--- src/rtl/pwr_seq_pkg.sv ---
package pwr_seq_pkg;
  typedef enum logic [2:0] {
    ST_OFF     = 3'd0,
    ST_SEQ_ON  = 3'd1,
    ST_ON      = 3'd2,
    ST_SEQ_OFF = 3'd3,
    ST_FORCED  = 3'd4
  } pwr_state_e;
endpackage

--- src/rtl/pwr_seq_sync.sv ---
module pwr_seq_sync #(
  parameter int          W       = 1,
  parameter logic [W-1:0] RST_VAL = '0
) (
  input  logic         clk_i,
  input  logic         rst_ni,
  input  logic [W-1:0] d_i,
  output logic [W-1:0] q_o
);
  logic [W-1:0] meta_q, sync_q;

  always_ff @(posedge clk_i or negedge rst_ni) begin
    if (!rst_ni) begin
      meta_q <= RST_VAL;
      sync_q <= RST_VAL;
    end else begin
      meta_q <= d_i;
      sync_q <= meta_q;
    end
  end

  assign q_o = sync_q;
endmodule

--- src/rtl/pwr_seq_slot_map.sv ---
module pwr_seq_slot_map #(
  parameter int N_CH   = 6,
  parameter int SLOT_W = 3,
  parameter int PTR_W  = 3
) (
  input  logic [N_CH*SLOT_W-1:0] slot_i,
  input  logic [PTR_W-1:0]       lo_i,
  input  logic [PTR_W-1:0]       hi_i,
  output logic                   cfg_err_o,
  output logic [N_CH-1:0]        en_o
);
  logic [N_CH-1:0] match [N_CH];

  // match[s][ch]: channel ch claims slot s
  for (genvar s = 0; s < N_CH; s++) begin : g_slot
    for (genvar ch = 0; ch < N_CH; ch++) begin : g_ch
      assign match[s][ch] = (slot_i[ch*SLOT_W +: SLOT_W] == SLOT_W'(s));
    end
  end

  always_comb begin
    cfg_err_o = 1'b0;
    for (int s = 0; s < N_CH; s++) begin
      if ($countones(match[s]) != 1) cfg_err_o = 1'b1;
    end
  end

  // live window of slots is [lo, hi)
  for (genvar ch = 0; ch < N_CH; ch++) begin : g_en
    assign en_o[ch] = (int'(slot_i[ch*SLOT_W +: SLOT_W]) >= int'(lo_i)) &&
                      (int'(slot_i[ch*SLOT_W +: SLOT_W]) <  int'(hi_i));
  end
endmodule

--- src/rtl/pwr_seq_step_timer.sv ---
module pwr_seq_step_timer #(
  parameter int DLY_W = 16
) (
  input  logic             clk_i,
  input  logic             rst_ni,
  input  logic             clr_i,
  input  logic [DLY_W-1:0] dly_i,
  output logic             expire_o
);
  logic [DLY_W-1:0] cnt_q;

  assign expire_o = (cnt_q == dly_i);

  always_ff @(posedge clk_i or negedge rst_ni) begin
    if (!rst_ni)       cnt_q <= '0;
    else if (clr_i)    cnt_q <= '0;
    else if (expire_o) cnt_q <= '0;
    else               cnt_q <= cnt_q + 1'b1;
  end

  // a finished step restarts the count
  a_r3_step_wrap: assert property (@(posedge clk_i) disable iff (!rst_ni)
    expire_o |=> cnt_q == '0);
endmodule

--- src/rtl/pwr_seq_ctrl.sv ---
module pwr_seq_ctrl
  import pwr_seq_pkg::*;
#(
  parameter int  N_CH   = 6,
  parameter int  DLY_W  = 16,
  localparam int SLOT_W = $clog2(N_CH),
  localparam int PTR_W  = $clog2(N_CH + 1)
) (
  input  logic                   clk_i,
  input  logic                   rst_ni,
  input  logic                   pwr_req_i,
  input  logic                   force_off_ni,
  input  logic [N_CH-1:0]        precond_i,
  input  logic [N_CH*SLOT_W-1:0] slot_i,
  input  logic [DLY_W-1:0]       step_dly_i,
  input  logic                   off_rev_i,
  output logic [N_CH-1:0]        en_o,
  output logic [2:0]             state_o,
  output logic                   busy_o,
  output logic                   cfg_err_o
);
  localparam logic [PTR_W-1:0] LAST = PTR_W'(N_CH - 1);

  pwr_state_e       state_q, state_n;
  logic [PTR_W-1:0] lo_q, lo_n, hi_q, hi_n;
  logic [1:0]       sync_in, sync_out;
  logic             req_s, fo_n_s, step, tmr_clr;

  assign sync_in = {force_off_ni, pwr_req_i};

  pwr_seq_sync #(.W(2), .RST_VAL(2'b10)) i_sync (
    .clk_i (clk_i),
    .rst_ni(rst_ni),
    .d_i   (sync_in),
    .q_o   (sync_out)
  );
  assign req_s  = sync_out[0];
  assign fo_n_s = sync_out[1];

  pwr_seq_slot_map #(.N_CH(N_CH), .SLOT_W(SLOT_W), .PTR_W(PTR_W)) i_map (
    .slot_i   (slot_i),
    .lo_i     (lo_q),
    .hi_i     (hi_q),
    .cfg_err_o(cfg_err_o),
    .en_o     (en_o)
  );

  pwr_seq_step_timer #(.DLY_W(DLY_W)) i_tmr (
    .clk_i   (clk_i),
    .rst_ni  (rst_ni),
    .clr_i   (tmr_clr),
    .dly_i   (step_dly_i),
    .expire_o(step)
  );

  always_comb begin
    state_n = state_q;
    lo_n    = lo_q;
    hi_n    = hi_q;
    if (!fo_n_s) begin
      state_n = ST_FORCED;
      lo_n    = '0;
      hi_n    = '0;
    end else begin
      unique case (state_q)
        ST_OFF: begin
          lo_n = '0;
          hi_n = '0;
          if (req_s && (&precond_i) && !cfg_err_o) state_n = ST_SEQ_ON;
        end
        ST_SEQ_ON: begin
          if (!req_s) state_n = ST_SEQ_OFF;
          else if (step) begin
            hi_n = hi_q + 1'b1;
            if (hi_q == LAST) state_n = ST_ON;
          end
        end
        ST_ON: if (!req_s) state_n = ST_SEQ_OFF;
        ST_SEQ_OFF: begin
          if (lo_q == hi_q) state_n = ST_OFF;
          else if (step) begin
            if (off_rev_i) hi_n = hi_q - 1'b1;
            else           lo_n = lo_q + 1'b1;
            if (hi_q - lo_q == PTR_W'(1)) state_n = ST_OFF;
          end
        end
        ST_FORCED: if (!req_s) state_n = ST_OFF;
        default: state_n = ST_OFF;
      endcase
    end
  end

  assign busy_o  = (state_q == ST_SEQ_ON) || (state_q == ST_SEQ_OFF);
  assign tmr_clr = (state_n != state_q) || !busy_o;
  assign state_o = state_q;

  always_ff @(posedge clk_i or negedge rst_ni) begin
    if (!rst_ni) begin
      state_q <= ST_OFF;
      lo_q    <= '0;
      hi_q    <= '0;
    end else begin
      state_q <= state_n;
      lo_q    <= lo_n;
      hi_q    <= hi_n;
    end
  end

  a_r7_force_clears: assert property (@(posedge clk_i) disable iff (!rst_ni)
    !fo_n_s |=> (en_o == '0) && (state_q == ST_FORCED));

  a_r5_off_no_en: assert property (@(posedge clk_i) disable iff (!rst_ni)
    state_q == ST_OFF |-> en_o == '0);

  a_r3_on_all_en: assert property (@(posedge clk_i) disable iff (!rst_ni)
    state_q == ST_ON |-> &en_o);

  a_r3_one_per_step: assert property (@(posedge clk_i) disable iff (!rst_ni)
    fo_n_s && state_q != ST_FORCED |=> $countones(en_o ^ $past(en_o)) <= 1);

  a_r4_err_blocks: assert property (@(posedge clk_i) disable iff (!rst_ni)
    cfg_err_o && state_q == ST_OFF |=> state_q != ST_SEQ_ON);

  a_r8_forced_hold: assert property (@(posedge clk_i) disable iff (!rst_ni)
    state_q == ST_FORCED && req_s |=> state_q == ST_FORCED);

  a_r10_off_completes: assert property (@(posedge clk_i) disable iff (!rst_ni)
    state_q == ST_SEQ_OFF && fo_n_s |=> state_q == ST_SEQ_OFF || state_q == ST_OFF);
endmodule

--- config.mk ---
export PLATFORM = sky130hd
export DESIGN_NAME = pwr_seq_ctrl
export DESIGN_NICKNAME = d
export VERILOG_FILES = /design/src/rtl/pwr_seq_pkg.sv /design/src/rtl/pwr_seq_sync.sv /design/src/rtl/pwr_seq_slot_map.sv /design/src/rtl/pwr_seq_step_timer.sv /design/src/rtl/pwr_seq_ctrl.sv
export SDC_FILE = /design/constraint.sdc
export NUM_CORES = 1
export LEC_CHECK = 0
export BUFFER_PORTS_ARGS = -buffer_cell sky130_fd_sc_hd__buf_2
export CAP_MARGIN = 20
export CELL_PAD_IN_SITES_DETAIL_PLACEMENT = 0
export CELL_PAD_IN_SITES_GLOBAL_PLACEMENT = 1
export CORE_MARGIN = 5
export CORE_UTILIZATION = 30
export CTS_CLUSTER_DIAMETER = 80
export DETAILED_ROUTE_END_ITERATION = 10
export PLACE_DENSITY = 0.6
export SYNTH_ARGS = -nofsm -noshare
export SYNTH_HDL_FRONTEND = slang
export SYNTH_HIERARCHICAL = 1
export SYNTH_SLANG_ARGS = --single-unit
--- constraint.sdc ---
create_clock -name clk_i -period 6.7 [get_ports clk_i]
set_clock_uncertainty 0.05 [all_clocks]
set_input_delay 1.34 -clock clk_i [delete_from_list [all_inputs] [get_ports clk_i]]
set_output_delay 1.34 -clock clk_i [all_outputs]
set_load 0.005 [all_outputs]
# ---- Word-level counts from Yosys, hierarchy flattened
# Index checks and enable logic that the tools add are counted.
dict set report totals {
  rom_bits 0
  out_inout_bits 11
  latchBits 0
  n_memories 0
  mem_bits_rw 0
  word_cells 159
  regBits 29
}
dict set report op_classes {
  shifts 0
  n_addsub 35
  n_lt_le_gt_ge 12
  n_eq_ne 53
  muxes 31
  n_bitwise 0
  div_mod_pow 0
  reduce_logical 22
  n_mul 0
}
# operator n
set op_table {}
lappend op_table {{32-bit adder} 12}
lappend op_table {{32-bit by 2-bit inequality test with 1-bit output, second input constant} 6}
lappend op_table {{3-bit 2-to-1 mux} 20}
lappend op_table {{3-bit by 2-bit == test with 1-bit output, second input constant} 14}
lappend op_table {{3-bit == test, second input constant} 14}
lappend op_table {{1-bit by 1-bit adder with 2-bit output} 18}
lappend op_table {{16-bit 2-to-1 mux} 2}
lappend op_table {{3-bit by 1-bit == test with 1-bit output, second input constant} 8}
lappend op_table {{3-bit zero test} 7}
lappend op_table {{3-bit >= comparator} 6}
lappend op_table {{3-bit less-than comparator} 6}
lappend op_table {{16-bit by 1-bit adder with 16-bit output, second input constant} 1}
lappend op_table {{16-bit == test} 1}
lappend op_table {{3-bit inequality test, second input constant} 5}
lappend op_table {{3-bit one-hot mux with 5 select lines} 1}
lappend op_table {{6-bit AND reduction} 2}
lappend op_table {{3-bit one-hot mux with 3 select lines} 1}
lappend op_table {{1-bit logical AND} 8}
lappend op_table {{3-bit by 1-bit adder with 3-bit output, second input constant} 2}
lappend op_table {{1-bit 2-to-1 mux} 6}
lappend op_table {{3-bit by 2-bit inequality test with 1-bit output, second input constant} 2}
lappend op_table {{3-bit one-hot mux with 2 select lines} 1}
lappend op_table {{4-bit inequality test, second input constant} 1}
lappend op_table {{4-bit AND reduction} 1}
lappend op_table {{other kinds (6)} 8}

# ---- Depth between registers and ports, before layout
dict set report depth {
  word_depth 19
  ltp_mapped 15
}

# ---- By module
# Netlist, hierarchy kept.
# module area_each_um2 seq_area_each_um2 cells_per_inst instances
set by_module_without_submodules {}
lappend by_module_without_submodules {pwr_seq_slot_map 1480.2 0.0 167 1}
lappend by_module_without_submodules {pwr_seq_step_timer 959.7 400.4 99 1}
lappend by_module_without_submodules {pwr_seq_ctrl 744.5 225.2 84 1}
lappend by_module_without_submodules {pwr_seq_sync 102.6 102.6 4 1}

# ---- Worst setup path before layout
# OpenSTA, ideal clock, no wires.
dict set report synth_timing {
  path_type {input port to output port}
  start {input slot_i[3]}
  end {output cfg_err_o}
  stages 11
  n_path_buf 0
  t_required_ns 5.310
  arrival_time_ns 4.138
  path_slack_ns 1.172
  cell_sequence {inv_1 > nor3b_1 > fa_1 > fa_1 > ha_1 > inv_1 > fa_1 > nand4_1 > or4b_1 > nor4_2 > nand4_1}
}
dict set report synth_via {
  elab_chain_len 11
  word_cells_on_any_way 36
  classes_between {18 x add/sub; 11 x eq/ne; 6 x mux; 1 x reduce/logical}
}
# item line_no
set synth_lines {}
lappend synth_lines {{start, declared} pwr_seq_ctrl.sv:14} ;# input logic [N_CH*SLOT_W-1:0] slot_i,
lappend synth_lines {{3-bit zero test} pwr_seq_slot_map.sv:17} ;# assign match[s][ch] = (slot_i[ch*SLOT_W +: SLOT_W] == SLOT_W'(s));
lappend synth_lines {{1-bit by 1-bit adder with 2-bit output (not written as such)} pwr_seq_slot_map.sv:24} ;# if ($countones(match[s]) != 1) cfg_err_o = 1'b1;
lappend synth_lines {{32-bit adder (not written as such) (2 in a row)} pwr_seq_slot_map.sv:24}
lappend synth_lines {{32-bit by 2-bit inequality test with 1-bit output} pwr_seq_slot_map.sv:24}
lappend synth_lines {{1-bit 2-to-1 mux (5 in a row)} pwr_seq_slot_map.sv:24}
lappend synth_lines {{1-bit 2-to-1 mux (*)} pwr_seq_slot_map.sv:24}
lappend synth_lines {{end, declared} pwr_seq_ctrl.sv:20} ;# output logic cfg_err_o
# Every way passes the cells marked *; elsewhere a longest branch is shown, timed or not.

# ---- Worst setup path after layout
# Ends and elaborated chain as after synthesis.

==> impl_metrics.py <==
metrics = {
    "floorplan": {
        "core_area_mm2": 0.01079,
        "die-area_mm2": 0.01315,
        "die_y_um": 114.7,
        "rows": 38,
        "start_util_pct": 30.45,
        "die_w_um": 114.7,
        "pin_count": 56,
    },
    "clock_tree": {
        "cts_root_buffer": "clkbuf_8",
        "clk_pin_slew_ns": 0.07,
        "post_cts_buffers": 0,
        "clock_latency_ns": 0.29,
        "h-tree-depth": 2,
        "cts_tree": "done",
        "clk_path_buf_depth": 2,
        "postCtsHoldBufs": 0,
        "ctsResizeCount": 0,
        "clock_sinks": 29,
        "cts_buffers": 5,
    },
    "grt": {
        "grt_pass1_wl_mm": 14.06,
        "grt_overflow": 0,
        "grt_max_degree": 30,
        "antenna_found_initial": 0,
        "grt_usage_pct": 13.41,
        "grt_pass1_vias": 2773,
    },
    "timing": {
        "relSlewSlack_pct": 37.16,
        "setup_violations": 0,
        "finalMaxSlewViolations": 0,
        "max_freq_mhz": 163.3,
        "worst_slew_pin_slew_ns": 0.9394,
        "rsz0062_at_grt": "no",
        "post-route-period-util_pct": 91.38,
        "period_minus_slack_ns": 6.123,
        "hold_violations": 0,
        "setup_tns_ns": 0,
    },
    "synthesis": {
        "yosys_warnings": 6,
        "avgSynthCellArea_um2": 9.285,
        "syn_nets": 462,
        "netlist_area_mm2": 0.003287,
        "synth-async-reset-ratio_pct": 100.0,
        "synth_flop_cell": "dfrtp_1",
        "ys_seq_area_share_pct": 22.15,
        "synth_cells": 354,
        "yosys.cell_types.count": 51,
        "synth-edff-count": 0,
        "ys_ff_latch": 29,
    },
    "detailed_routing": {
        "wl_per_cell_um": 14.80,
        "drtPass1Iterations": 4,
        "vias": 2683,
        "first_iter_violations": 116,
        "drcViolationCount": 0,
        "routed_wl_mm": 8.182,
        "via_per_inst": 4.852,
        "ant_nets": 0,
    },
    "status": {
        "status": "completed",
    },
    "place": {
        "io_buffers": 55,
        "dpl-instance-area_mm2": 0.003715,
        "hpwl_mm": 6.558,
        "gp_congestion": 0.8008,
    },
    "setup_path": {
        "endpoint": "cfg_err_o",
        "cp.arrival_ns": 4.73,
        "r2r_slack_ns": 4.03,
        "cp_data_required_time_ns": 5.31,
        "r2r_start": "hi_q[0]",
        "crit_start": "slot_i[3]",
        "end_kind": "output port",
        "reg2reg_depth": 9,
        "reg2reg_to": "i_tmr/cnt_q[14]",
        "path_class": "input pin to output port",
        "start_kind": "input pin",
        "critPathMaxFanout": 5,
    },
    "pwr": {
        "peakVddDrop_v": 0.00008802,
        "leakage_nw": 1.653,
        "power_density_mw_per_mm2": 109.6,
    },
    "layout": {
        "n_antenna_cell": 0,
        "nets": 520,
        "drive_gt1_share_pct": 17.92,
        "finalInstanceArea_mm2": 0.003801,
        "area_growth_pct": 15.65,
    },
    "job": {
        "maxCapViolations": 0,
    },
    "worst_hold_path": {
        "hold_path.class": "flip-flop to flip-flop",
    },
}
[worst max-delay path: stages]
cell and delay, ns:
buf_2 0.12, inv_1 0.09, nor3b_1 0.31, fa_1 0.50, fa_1 0.55, ha_1 0.14
inv_1 0.05, fa_1 0.47, nand4_1 0.09, or4b_1 0.48, nor4_2 0.18, nand4_1 0.22
buf_2 0.19
[cell families after synthesis]
logic type,synth area share [%]
simple gates,21.77
fa+ha+maj,28.32
compound gates,13.70
buf+inv,5.481
xor+xnor,8.222
flops,22.15
mux,0.3426
[cell usage after synthesis, types with 11 or more instances]
master	count	area share (%)
nor3b_1	20	4.6
nor3_1	15	2.3
ha_1	44	17
nand4_1	13	2.5
nand2_1	18	2.1
a21o_1	12	2.7
a21oi_1	11	1.7
inv_1	40	4.6
dfrtp_1	27	21
fa_1	19	12
xnor2_1	23	6.1
nor2_1	20	2.3
[power by group]
part           switching (mW)  internal, mW
Clock                  0.0735        0.0715
Sequential            0.00188         0.177
Combinational          0.0506        0.0420
[cell type report]
| class | count | area, um^2 |
|---|---|---|
| clock buffer | 5 | 68.82 |
| clock inverter | 3 | 17.52 |
| fill | 1137 | 6992 |
| inverter | 40 | 150.1 |
| multi-input combinational | 280 | 2379 |
| sequential | 29 | 728.2 |
| tap | 140 | 175.2 |
| timing repair buffer | 56 | 282.8 |
[worst min-delay path by stage]
stage,start,end,slack (ns),cells after the start
after CTS,i_sync/meta_q[1],i_sync/q_o[1],0.31,0
after global placement,i_sync/meta_q[0],i_sync/q_o[0],0.28,0
final,i_sync/meta_q[0],i_sync/q_o[0],0.30,0
after global routing,i_sync/meta_q[1],i_sync/q_o[1],0.32,0
after floorplan,i_sync/meta_q[0],i_sync/q_o[0],0.28,0
after detailed placement,i_sync/meta_q[0],i_sync/q_o[0],0.29,0
[layer usage]
layer	GRT usage (%)	wire length [um]
met1	19.38	4082
met2	21.30	3691
met3	1.850	328
met4	2.850	78
met5	0	0
[placed cells by master, fill, tap and decap left out, drive strengths merged, types with 3 or more instances in the layout]
| cell type | synthesis | routed |
|---|---|---|
| buf | 4 | 56 |
| ha | 44 | 44 |
| inv | 40 | 40 |
| dfrtp | 27 | 27 |
| xnor2 | 23 | 23 |
| nor2 | 20 | 20 |
| nor3b | 20 | 20 |
| fa | 19 | 19 |
| nand2 | 18 | 18 |
| nor3 | 15 | 15 |
| nand4 | 13 | 13 |
| a21o | 12 | 12 |
| a21oi | 11 | 11 |
| a211oi | 9 | 9 |
| nand3 | 8 | 8 |
| nand2b | 7 | 7 |
| o21ai | 7 | 7 |
| xor2 | 7 | 7 |
| clkbuf | 1 | 5 |
| or3 | 5 | 5 |
| o211ai | 4 | 4 |
| nor2b | 3 | 3 |
| a31oi | 3 | 3 |
| nand3b | 3 | 3 |
[through the flow]
stage	hold slack (ns)	total power [mW]	cells	utilization (%)	worst slack, ns
2_1_floorplan	0.2812	0.2343	354	-	1.172
3_3_place_gp	0.2841	0.2754	545	34.42	0.6156
3_5_place_dp	0.2871	0.2771	545	34.42	0.5818
4_1_cts	0.3080	0.4261	553	35.22	0.5642
5_1_grt	0.3165	0.4498	553	35.22	0.2781
6_report	0.2996	0.4167	553	35.22	0.5773
[state kept, by name (all words and copies together), names as in the netlist]
signal,count
i_tmr/cnt_q,16
hi_q,3
lo_q,3
state_o,3
i_sync/meta_q,2
i_sync/q_o,2
Power figures use the tool's default switching activity.
